<file path="src/rtl/prg_xlat_pkg.sv">
package prg_xlat_pkg;

    typedef enum logic [1:0] {
        PM_SPLIT16   = 2'd0,
        PM_WIDE32    = 2'd1,
        PM_FINE8     = 2'd2,
        PM_FINE8_ALT = 2'd3
    } prg_mode_e;

    typedef enum logic [2:0] {
        SEL_OUTER = 3'd0,
        SEL_MODE  = 3'd1,
        SEL_IN0   = 3'd2,
        SEL_IN1   = 3'd3,
        SEL_IN2   = 3'd4,
        SEL_IN3   = 3'd5
    } reg_sel_e;

    localparam int MODE_LSB = 3;

endpackage

</file>
<file path="src/rtl/prg_bank_regs.sv">
module prg_bank_regs
    import prg_xlat_pkg::*;
#(
    parameter int BANK_W = 4,
    parameter int NWIN   = 4,
    parameter int SEL_W  = 3,
    parameter int DW     = MODE_LSB + 2
) (
    input  logic                         clk,
    input  logic                         rst_n,
    input  logic                         wr_en,
    input  logic [SEL_W-1:0]             wr_sel,
    input  logic [DW-1:0]                wr_data,
    output logic [BANK_W-1:0]            outer_q,
    output prg_mode_e                    mode_q,
    output logic [NWIN-1:0][BANK_W-1:0]  inner_q
);

    localparam int INNER_BASE = 2;

    logic hit_outer;
    logic hit_mode;
    logic valid_sel;

    assign hit_outer = wr_en && (wr_sel == SEL_W'(SEL_OUTER));
    assign hit_mode  = wr_en && (wr_sel == SEL_W'(SEL_MODE));
    assign valid_sel = (int'(wr_sel) < INNER_BASE + NWIN);

    // Outer bank register: resets to all ones.
    always_ff @(posedge clk or negedge rst_n) begin
        if (!rst_n) begin
            outer_q <= '1;
        end else if (hit_outer) begin
            outer_q <= wr_data[BANK_W-1:0];
        end
    end

    // Mode register: resets to all ones (fine-8 alternate).
    always_ff @(posedge clk or negedge rst_n) begin
        if (!rst_n) begin
            mode_q <= PM_FINE8_ALT;
        end else if (hit_mode) begin
            mode_q <= prg_mode_e'(wr_data[MODE_LSB+1:MODE_LSB]);
        end
    end

    // One inner bank register per 8 KiB window.
    for (genvar gi = 0; gi < NWIN; gi++) begin : g_inner
        logic hit_in;
        assign hit_in = wr_en && (wr_sel == SEL_W'(INNER_BASE + gi));

        always_ff @(posedge clk or negedge rst_n) begin
            if (!rst_n) begin
                inner_q[gi] <= '1;
            end else if (hit_in) begin
                inner_q[gi] <= wr_data[BANK_W-1:0];
            end
        end
    end


    no_write_hold_chk: assert property (@(posedge clk) disable iff (!rst_n)
        !wr_en |=> ($stable(outer_q) && $stable(mode_q) && $stable(inner_q)));


    unused_sel_chk: assert property (@(posedge clk) disable iff (!rst_n)
        (wr_en && !valid_sel) |=> ($stable(outer_q) && $stable(mode_q) && $stable(inner_q)));

endmodule

</file>
<file path="src/rtl/prg_window_mux.sv">
module prg_window_mux
    import prg_xlat_pkg::*;
#(
    parameter int CAW    = 15,
    parameter int BANK_W = 4,
    parameter int NWIN   = 4
) (
    input  logic                         clk,
    input  logic                         rst_n,
    input  logic [CAW-1:0]               cpu_addr,
    input  logic [BANK_W-1:0]            outer_q,
    input  prg_mode_e                    mode_q,
    input  logic [NWIN-1:0][BANK_W-1:0]  inner_q,
    output logic [CAW+BANK_W-$clog2(NWIN):0] prg_addr
);

    localparam int WIN_W   = $clog2(NWIN);
    localparam int OFF8    = CAW - WIN_W;
    localparam int BLK_LOW = OFF8 + BANK_W;
    localparam int B16     = BLK_LOW - (CAW - 1);
    localparam int PAW     = BLK_LOW + 1;

    logic [WIN_W-1:0]   win;
    logic [BLK_LOW-1:0] low;

    assign win = cpu_addr[CAW-1:OFF8];

    always_comb begin
        low = '0;
        unique case (mode_q)
            PM_SPLIT16: begin
                if (cpu_addr[CAW-1]) begin
                    low = {{B16{1'b1}}, cpu_addr[CAW-2:0]};
                end else begin
                    low = {outer_q[B16-1:0], cpu_addr[CAW-2:0]};
                end
            end
            PM_WIDE32: begin
                low = {outer_q[B16-1:1], cpu_addr};
            end
            PM_FINE8, PM_FINE8_ALT: begin
                low = {inner_q[win], cpu_addr[OFF8-1:0]};
            end
            default: low = '0;
        endcase
    end

    assign prg_addr = {outer_q[BANK_W-1], low};


    block_bit_chk: assert property (@(posedge clk) disable iff (!rst_n)
        prg_addr[PAW-1] == outer_q[BANK_W-1]);


    fixed_top_chk: assert property (@(posedge clk) disable iff (!rst_n)
        (mode_q == PM_SPLIT16 && cpu_addr[CAW-1]) |-> (&prg_addr[BLK_LOW-1:CAW-1]));


    fine_offset_chk: assert property (@(posedge clk) disable iff (!rst_n)
        (mode_q[1]) |-> (prg_addr[OFF8-1:0] == cpu_addr[OFF8-1:0]));

endmodule

</file>
<file path="src/rtl/prg_xlat_top.sv">
module prg_xlat_top
    import prg_xlat_pkg::*;
#(
    parameter int CAW    = 15,
    parameter int BANK_W = 4,
    parameter int NWIN   = 4,
    parameter int SEL_W  = 3,
    parameter int DW     = MODE_LSB + 2,
    parameter int PAW    = CAW + BANK_W - $clog2(NWIN) + 1
) (
    input  logic             clk,
    input  logic             rst_n,
    input  logic             wr_en,
    input  logic [SEL_W-1:0] wr_sel,
    input  logic [DW-1:0]    wr_data,
    input  logic [CAW-1:0]   cpu_addr,
    output logic [PAW-1:0]   prg_addr
);

    logic [BANK_W-1:0]           outer_q;
    prg_mode_e                   mode_q;
    logic [NWIN-1:0][BANK_W-1:0] inner_q;

    prg_bank_regs #(
        .BANK_W (BANK_W),
        .NWIN   (NWIN),
        .SEL_W  (SEL_W),
        .DW     (DW)
    ) u_regs (
        .clk     (clk),
        .rst_n   (rst_n),
        .wr_en   (wr_en),
        .wr_sel  (wr_sel),
        .wr_data (wr_data),
        .outer_q (outer_q),
        .mode_q  (mode_q),
        .inner_q (inner_q)
    );

    prg_window_mux #(
        .CAW    (CAW),
        .BANK_W (BANK_W),
        .NWIN   (NWIN)
    ) u_mux (
        .clk      (clk),
        .rst_n    (rst_n),
        .cpu_addr (cpu_addr),
        .outer_q  (outer_q),
        .mode_q   (mode_q),
        .inner_q  (inner_q),
        .prg_addr (prg_addr)
    );

endmodule

</file>
<file path="config.mk">
export PLATFORM = sky130hd
export DESIGN_NAME = prg_xlat_top
export DESIGN_NICKNAME = d
export VERILOG_FILES = /design/src/rtl/prg_xlat_pkg.sv /design/src/rtl/prg_bank_regs.sv /design/src/rtl/prg_window_mux.sv /design/src/rtl/prg_xlat_top.sv
export SDC_FILE = /design/constraint.sdc
export NUM_CORES = 1
export LEC_CHECK = 0
export BUFFER_PORTS_ARGS = -buffer_cell sky130_fd_sc_hd__clkbuf_2
export CORE_UTILIZATION = 50
export DETAILED_ROUTE_END_ITERATION = 8
export GPL_TIMING_DRIVEN = 0
export MAX_ROUTING_LAYER = met4
export PLACE_DENSITY = 0.9
export SETUP_SLACK_MARGIN = 0.2
export SLEW_MARGIN = 20
export SYNTH_ARGS = -nofsm -noshare
export SYNTH_HDL_FRONTEND = slang
export SYNTH_SLANG_ARGS = --single-unit
</file>
<file path="constraint.sdc">
create_clock -name clk -period 3.03 [get_ports clk]
set_clock_uncertainty 0.15 [all_clocks]
set_input_delay 0.606 -clock clk [delete_from_list [all_inputs] [get_ports clk]]
set_output_delay 0.606 -clock clk [all_outputs]
set_load 0.005 [all_outputs]
</file>
== Yosys cells after proc, flatten, opt, wreduce, memory -nomap -nowiden ==
Cells that the tools add are included.
Cells by class
  order comparisons: 1
  reduce and logical (&&, ||, !) cells: 9
  equal/unequal tests: 8
  multiplexer cells: 4
Operators by type and width (count)
  one-hot mux 17 bit (3 select lines): 1
  two-way mux 17 bit: 1
  binary-select mux 4 bit (select 2 bit): 1
  == test 3 x 2 -> 1 bit, second input constant: 2
  == test 3 bit, second input constant: 2
  logical AND 1 bit: 6
  == test 2 bit, second input constant: 2
  two-way mux 4 bit: 1
  == test 3 x 1 -> 1 bit, second input constant: 1
  zero test 3 bit: 1
  < comparator 2 x 3 -> 1 bit, second input constant: 1
  == test 2 x 1 -> 1 bit, second input constant: 1
  zero test 2 bit: 1
  OR reduction 2 bit: 1
Storage, ports and cells
  output and inout port bits: 18
  flip-flop bits (word level): 22
  bits of input ports: 26

== Logic depth before layout (Yosys ltp) ==
Gate-level depths: netlist (run 1).
  word-level depth: 3
  depth in mapped cells: 4
  depth with buffers taken out: 3

== By module ==
From an unflattened synthesis (run 1), not the netlist that was laid out.
Unflattened totals
  cell total of the unflattened synthesis: 84
  area total of the unflattened synthesis: 1191.1 µm²
By module, submodules not included
  prg_bank_regs: cells an instance 50, area an instance 912.1 µm², seq. area each 578.1 µm², instances 1
  prg_window_mux: cells an instance 34, area an instance 279.0 µm², seq. area each 0.0 µm², instances 1

== Worst setup path before layout (run 1) ==
OpenSTA, ideal clock, no wires.
  path type: input to output
  start: input cpu_addr[14]
  end: output prg_addr[13]
  path buffers: 1
  data required time: 2.274 ns
  slack: 0.884 ns
  stages on the path: 4
  arrival time: 1.390 ns
  cell sequence: clkbuf_1 > mux2_2 > o21ai_0 > o31ai_1
Between the ends
  longest elaborated chain between the ends: 3
RTL lines
  start: declaration: line prg_xlat_top.sv:16  | input logic [CAW-1:0] cpu_addr,
  binary-select mux 4 bit (select 2 bit): line prg_window_mux.sv:42  | low = {inner_q[win], cpu_addr[OFF8-1:0]};
  two-way mux 4 bit (implied by the code): line prg_window_mux.sv:42
  one-hot mux 17 bit (3 select lines): line prg_window_mux.sv:30  | unique case (mode_q)
  end: declaration: line prg_xlat_top.sv:17  | output logic [PAW-1:0] prg_addr
No other way between the ends. The select of a mux whose other input is x is not followed.

== Final worst setup path (run 1) ==
  start: register u_regs.mode_q[1]
  end: output prg_addr[15]
Between the ends
  longest elaborated chain between the ends: 3
  elaborated cells between the ends (all ways): 6
RTL lines
  start: declaration: line prg_bank_regs.sv:15  | output prg_mode_e mode_q,
  start signal: assignment: line prg_bank_regs.sv:43  | mode_q <= prg_mode_e'(wr_data[MODE_LSB+1:MODE_LSB]);
  == test 2 bit: line prg_window_mux.sv:30
  OR reduction 2 bit: line prg_window_mux.sv:30
  one-hot mux 17 bit (3 select lines) (*): line prg_window_mux.sv:30
Mark *: on every way between the ends. The rest lies on a longest branch, timed or not.

==> out/summary.txt, run 1 <==
largest net degree at the start of global routing - 23
fmax - 418 MHz
Critical Path RT - 2.27 ns
critical path's slowest cell - dfstp_2
DRC errors left - 0
status - finished clean
top cells by count, synth - 22 x dfstp_2, 21 x mux2_2, 14 x buf_4
# clock sinks - 22
fin nets - 148
Max Cap Viol - 0
H-tree levels - 1
Slew Limit Fails - 0
Post-CTS Setup Inserts - 0
# setup viols final - 0
worst-path maximum fanout - 8
most used flip-flop cell after synthesis - dfstp_2
CTS tree - yes
Final TNS setup - 0 ns
area share of and/or/nand/nor cells after synthesis - 9.56%
Adder-Cell Fraction of Synth Area - 0%
I/O Buffers - 28
CP Class - flop to output pin
CTS Root Cell - clkbuf_4
Synth warnings - 0
Crit. End Element - output pin
area fraction in compound gates after synthesis - 4.99%
cts hold-fix bufs - 0
Routed Antenna Nets - 0
core area - 2230 um2
io pins - 44
total global-route track usage - 20.2%
Synth Register Bits - 22
count leader, synth - dfstp_2
Post-synth EDFFs - 0
top cell type by total area after synthesis - dfstp_2
max_slew headroom - 65.5%
Post-DP HPWL - 1630 um
clock latency on the worst-skew pair - 0.32 ns
post-synthesis sequential area ratio - 48.0%
WL met2 - 1020 um
mux cell area share after synthesis - 27.1%
Placement Setup Slack - 0.648 ns
Die W - 51.1 um
RD Place Congestion - 0.793
initial antenna violation count - 0
Initial Util - 53.9%
vias - 803
final hold violations - 0
largest stage delay on the critical path - 0.60 ns
met1 wire length - 983 um
Avg Cell Area, Syn - 13.5 um2
LEAKAGE - 0.639 nW
CTS Buf Count - 3
Final Util - 64.1%
Final min period - 2.39 ns
DR WL met3 - 155 um
area share of the largest cell type after synthesis - 48.0%
total power - 0.863 mW
crit path DAT - 1.64 ns
vias in the first global route - 774
largest family of logic cells by synthesized area - multiplexers
routed wire length - 2210 um
Worst-Margin Slew - 0.518 ns
vias per cell - 5.39
area of the mapped netlist - 1200 um2
CP Launch Type - flop
Power Density - 603 nW/um2
CP cell instances - inv_1 > a21boi_0 > a221o_1 > clkbuf_2
final worst-path cycle share - 79.0%
ANT cells - 0
first-pass GRT wire length - 3570 um
Layout area overhead - 18.9%
highest routed layer - met4
post_cts resized - 0
Syn Nets - 115
Synth cell types - 22
die area - 2610 um2
DIE HEIGHT - 51.1 um
DR iter-0 viols - 14
top post-synthesis cells by area - dfstp_2 48%, mux2_2 20%, buf_4 8.7%
routed len/inst - 14.8 um
RSZ-0062 raised after global routing - no
worst vdd rail ir drop - 413 uV
Synth Area in XOR/XNOR - 0%
total grt overflow - 0
Worst-path clk slew - 0.11 ns
worst setup margin - 0.636 ns
FP Rows - 17
detailed-router iteration count before antenna repair - 4
Reg2Reg Setup Slack - 1.89 ns
Bufs on Longest Clock Path - 2
worst hold path type - primary input to flop
ys async rst share - 100%
share of cells above drive strength 1 - 79.3%
Cells after Synth - 89
[cell usage in the layout (no fill, tap or decap)]
cell       count
clkbuf_1       1
dfstp_2       22
o31ai_1        1
and4bb_2       1
and4bb_4       1
buf_6          1
a221o_1        2
nor4b_4        1
nand4b_1       2
nor2_1         1
a21boi_0       1
clkbuf_2      28
clkbuf_4       3
a31oi_1        1
nand2_1        4
o21ai_0        2
inv_1          1
buf_4         14
mux2_2        21
nor3_1         2
mux2i_1        6
mux2_4         2
a221oi_1       1
bufinv_16      1
nor3_4         1
[area by class of cell]
cell class / instances / area (um2)
Fill cell: 190 / 802
Timing Repair Buffer: 28 / 140
Buffer: 16 / 120
Sequential cell: 22 / 578
Clock buffer: 3 / 22.5
Clock inverter: 1 / 30.0
Tap cell: 28 / 35.0
Inverter: 1 / 3.75
Multi-Input combinational cell: 50 / 502
[per-layer routing]
layer / vias to the layer above / track usage [%]
met5: - / -
met4: 0 / 10.6
met3: 5 / 3.57
met2: 41 / 31.4
met1: 384 / 25.0
li1: 373 / -
[power breakdown]
part	total [mW]	internal, mW	leakage [nW]	switching (mW)
clock	0.222	0.134	0.0279	0.0882
combinational	0.199	0.119	0.380	0.0801
sequential	0.442	0.405	0.231	0.0373
total	0.863	0.658	0.639	0.206
[through the flow]
step	hold slack [ns]	std cells	area (um2)
after detailed placement	0.461	145	1380
after floorplan	0.308	89	1200
after global routing	0.357	149	1430
after global placement	0.456	145	1380
after CTS	0.326	149	1430
final	0.339	149	1430
[critical path: cells and delay by family, from the launching register on]
kind / cells / cell delay (ns)
flops: 1 / 0.60
compound gates: 2 / 0.48
buf+inv: 2 / 0.25
[path summary, 6_finish.rpt]
path	start	to	cells after the start
worst max-delay path	u_regs.mode_q[1]	prg_addr[15]	4
worst min-delay path	wr_data[4]	u_regs.mode_q[1]	3
worst max register to register	u_regs.mode_q[1]	u_regs.mode_q[1]	2
worst min register to register	u_regs.inner_q[3]	u_regs.inner_q[3]	1
max in group asynchronous	rst_n	u_regs.mode_q[1]	1
min in group asynchronous	rst_n	u_regs.inner_q[14]	1
[state kept, by name, summed over array words and instances, names as in the netlist]
register / count
u_regs.inner_q: 16
u_regs.mode_q: 2
u_regs.outer_q: 4
[cells by family after synthesis]
logic type	Yosys count
and+or+nand+nor	13
buffers and inverters	17
AOI/OAI and AO/OA	8
muxes	29
DFF	22
Note: power is estimated with default switching activity, not from simulation.
==> run 2, diff against run 1 <==
--- a/config.mk
+++ b/config.mk
@@ -5,12 +5,13 @@
 export SDC_FILE = /design/constraint.sdc
 export NUM_CORES = 1
 export LEC_CHECK = 0
+export ABC_AREA = 1
 export BUFFER_PORTS_ARGS = -buffer_cell sky130_fd_sc_hd__clkbuf_2
-export CORE_UTILIZATION = 50
+export CORE_UTILIZATION = 43
 export DETAILED_ROUTE_END_ITERATION = 8
 export GPL_TIMING_DRIVEN = 0
 export MAX_ROUTING_LAYER = met4
-export PLACE_DENSITY = 0.9
+export PLACE_DENSITY = 0.83
 export SETUP_SLACK_MARGIN = 0.2
 export SLEW_MARGIN = 20
 export SYNTH_ARGS = -nofsm -noshare
==> constraint.sdc (replaced) <==
create_clock -name clk -period 1.98 [get_ports clk]
set_clock_uncertainty 0.15 [all_clocks]
set_input_delay 0.396 -clock clk [delete_from_list [all_inputs] [get_ports clk]]
set_output_delay 0.396 -clock clk [all_outputs]
set_load 0.005 [all_outputs]
==> out/summary.txt, run 2 <==
status - finished clean
total global-route track usage - 20.4%
CP dominant cell by count - o211ai_1
Syn Nets - 176
# clock sinks - 22
crit path DAT - 1.39 ns
largest family of logic cells by synthesized area - simple AND/OR/NAND/NOR gates
max reg flops - 16
detailed-router iteration count before antenna repair - 4
worst hold path type - primary input to flop
Setup crit start - u_regs.mode_q[1]
Die W - 54.7 um
CTS tree - yes
CP Launch Type - flop
cell family with most CP delay - flip-flops
Post-synth EDFFs - 0
HP Start - wr_data[4]
total grt overflow - 0
worst-path maximum fanout - 4
count leader, synth - nand2_1
routed wire length - 2390 um
Bufs on Longest Clock Path - 2
Slew Limit Fails - 0
DRC errors left - 0
clock latency on the worst-skew pair - 0.31 ns
Power Density - 823 nW/um2
Synth warnings - 0
Routed Antenna Nets - 0
worst vdd rail ir drop - 664 uV
Synth Register Bits - 22
largest stage delay on the critical path - 0.60 ns
Worst-Margin Slew - 0.504 ns
crit path buf inv count - 2
final hold violations - 0
CP cell instances - inv_2 > nor2_1 > o211ai_1 > o211ai_1 > buf_2
Synth cell types - 17
total power - 1.19 mW
Adder-Cell Fraction of Synth Area - 0%
Crit. End Element - output pin
RR Startpoint - u_regs.mode_q[1]
area fraction in compound gates after synthesis - 11.5%
Worst-path clk slew - 0.12 ns
RSZ-0062 raised after global routing - yes
area share of the largest cell type after synthesis - 48.4%
# setup viols final - 0
Layout area overhead - 20.7%
DR iter-0 viols - 20
fin area - 1440 um2
Max Cap Viol - 0
Post-DP HPWL - 1790 um
mux cell area share after synthesis - 0%
top post-synthesis cells by area - dfstp_2 48%, nand2_1 14%, buf_4 8.8%
largest net degree at the start of global routing - 23
worst setup margin - 0.0451 ns
top cell type by total area after synthesis - dfstp_2
vias per cell - 4.71
Filler cells - 253
CTS Buf Count - 3
commonest non-fill, non-tap cell in the layout - nand2_1
Critical Path RT - 1.43 ns
most used flip-flop cell after synthesis - dfstp_2
routed len/inst - 11.1 um
I/O Buffers - 28
first-pass GRT wire length - 4030 um
fin nets - 213
area share of and/or/nand/nor cells after synthesis - 23.6%
cts hold-fix bufs - 0
io pins - 44
critical path's slowest cell - dfstp_2
top flop regs - u_regs.inner_q: 16 flops, u_regs.outer_q: 4 flops, u_regs.mode_q: 2 flops
Initial Util - 47.0%
Avg Cell Area, Syn - 7.97 um2
area of the multi-input gates - 419 um2
post-synthesis sequential area ratio - 48.4%
final worst-path cycle share - 97.7%
vias - 1017
FP Rows - 18
H-tree levels - 1
DIE HEIGHT - 54.7 um
Top reg by flops - u_regs.inner_q
share of cells above drive strength 1 - 43.5%
RD Place Congestion - 0.743
Reg area - 578 um2
area of the mapped netlist - 1190 um2
ANT cells - 0
top cells by count, synth - 45 x nand2_1, 22 x dfstp_2, 21 x inv_1, 21 x o21ai_0, 14 x buf_4
CTS Root Cell - clkbuf_4
Hold Worst Slack - 0.161 ns
CP Class - flop to output pin
Synth Area in XOR/XNOR - 0%
max_slew headroom - 66.4%
Cells after Synth - 150
ys async rst share - 100%
fmax - 517 MHz
core area - 2540 um2
die area - 2990 um2
Placed Instance Area - 1370 um2
Placement Setup Slack - 0.337 ns
LEAKAGE - 0.750 nW
vias in the first global route - 928
Final min period - 1.93 ns
commonest non-fill, non-tap cells in the layout - 45 x nand2_1, 26 x clkbuf_2, 22 x dfstp_2, 21 x o21ai_0, 20 x inv_1
initial antenna violation count - 0
[run 2: worst paths after layout]
check	endpoint	slack, ns	cells after the start
worst max-delay path	prg_addr[14]	0.05	5
worst min-delay path	u_regs.mode_q[1]	0.16	3
worst max register to register	u_regs.mode_q[1]	0.83	3
worst min register to register	u_regs.inner_q[12]	0.35	2
max in group asynchronous	u_regs.inner_q[2]	1.44	1
min in group asynchronous	u_regs.inner_q[15]	0.21	1
[run 2: cell type report]
class | instances | area share [%]
Tap cell | 30 | 2.60
Buffer | 16 | 7.98
Sequential cell | 22 | 40.1
Timing Repair Buffer | 32 | 12.1
Multi-Input combinational cell | 90 | 29.1
Inverter | 22 | 5.72
Clock buffer | 4 | 2.52
[run 2: cells by family (layout without fill, tap and decap cells)]
| family | after synthesis | in the layout |
|---|---|---|
| compound gates | 26 | 26 |
| simple gates | 64 | 64 |
| flops | 22 | 22 |
| buf+inv | 38 | 74 |
[run 2: layer usage]
metal | GRT usage, % | vias to the layer above | share of wire [%]
li1 | - | 526 | -
met1 | 24.4 | 440 | 43
met2 | 34.7 | 46 | 48
met3 | 1.67 | 5 | 7.1
met4 | 8.97 | 0 | 1.8
met5 | - | - | 0
[run 2: power breakdown]
| part | switching, mW | internal, mW |
|---|---|---|
| clock | 0.133 | 0.112 |
| sequential | 0.0494 | 0.595 |
| combinational | 0.150 | 0.148 |
[run 2: metrics by stage]
| step | util (%) | TNS [ns] | std cells |
|---|---|---|---|
| global route | 56.7 | -0.0528 | 216 |
| CTS | 56.5 | 0 | 216 |
| floorplan | - | 0 | 150 |
| global placement | 53.9 | 0 | 208 |
| finish | 56.7 | 0 | 216 |
| detailed placement | 53.9 | 0 | 208 |
[run 2: worst min-delay path: stages]
cell      delay (ns)
clkbuf_2        0.08
nor2_1          0.10
a21oi_1         0.06
[run 2: repair_timing]
action                     4_1_cts  5_1_grt
pin swaps                        5        2
setup endpoints to repair        4        4
setup buffers                    4        0
hold endpoints to repair         0        0
resized for setup                1        3
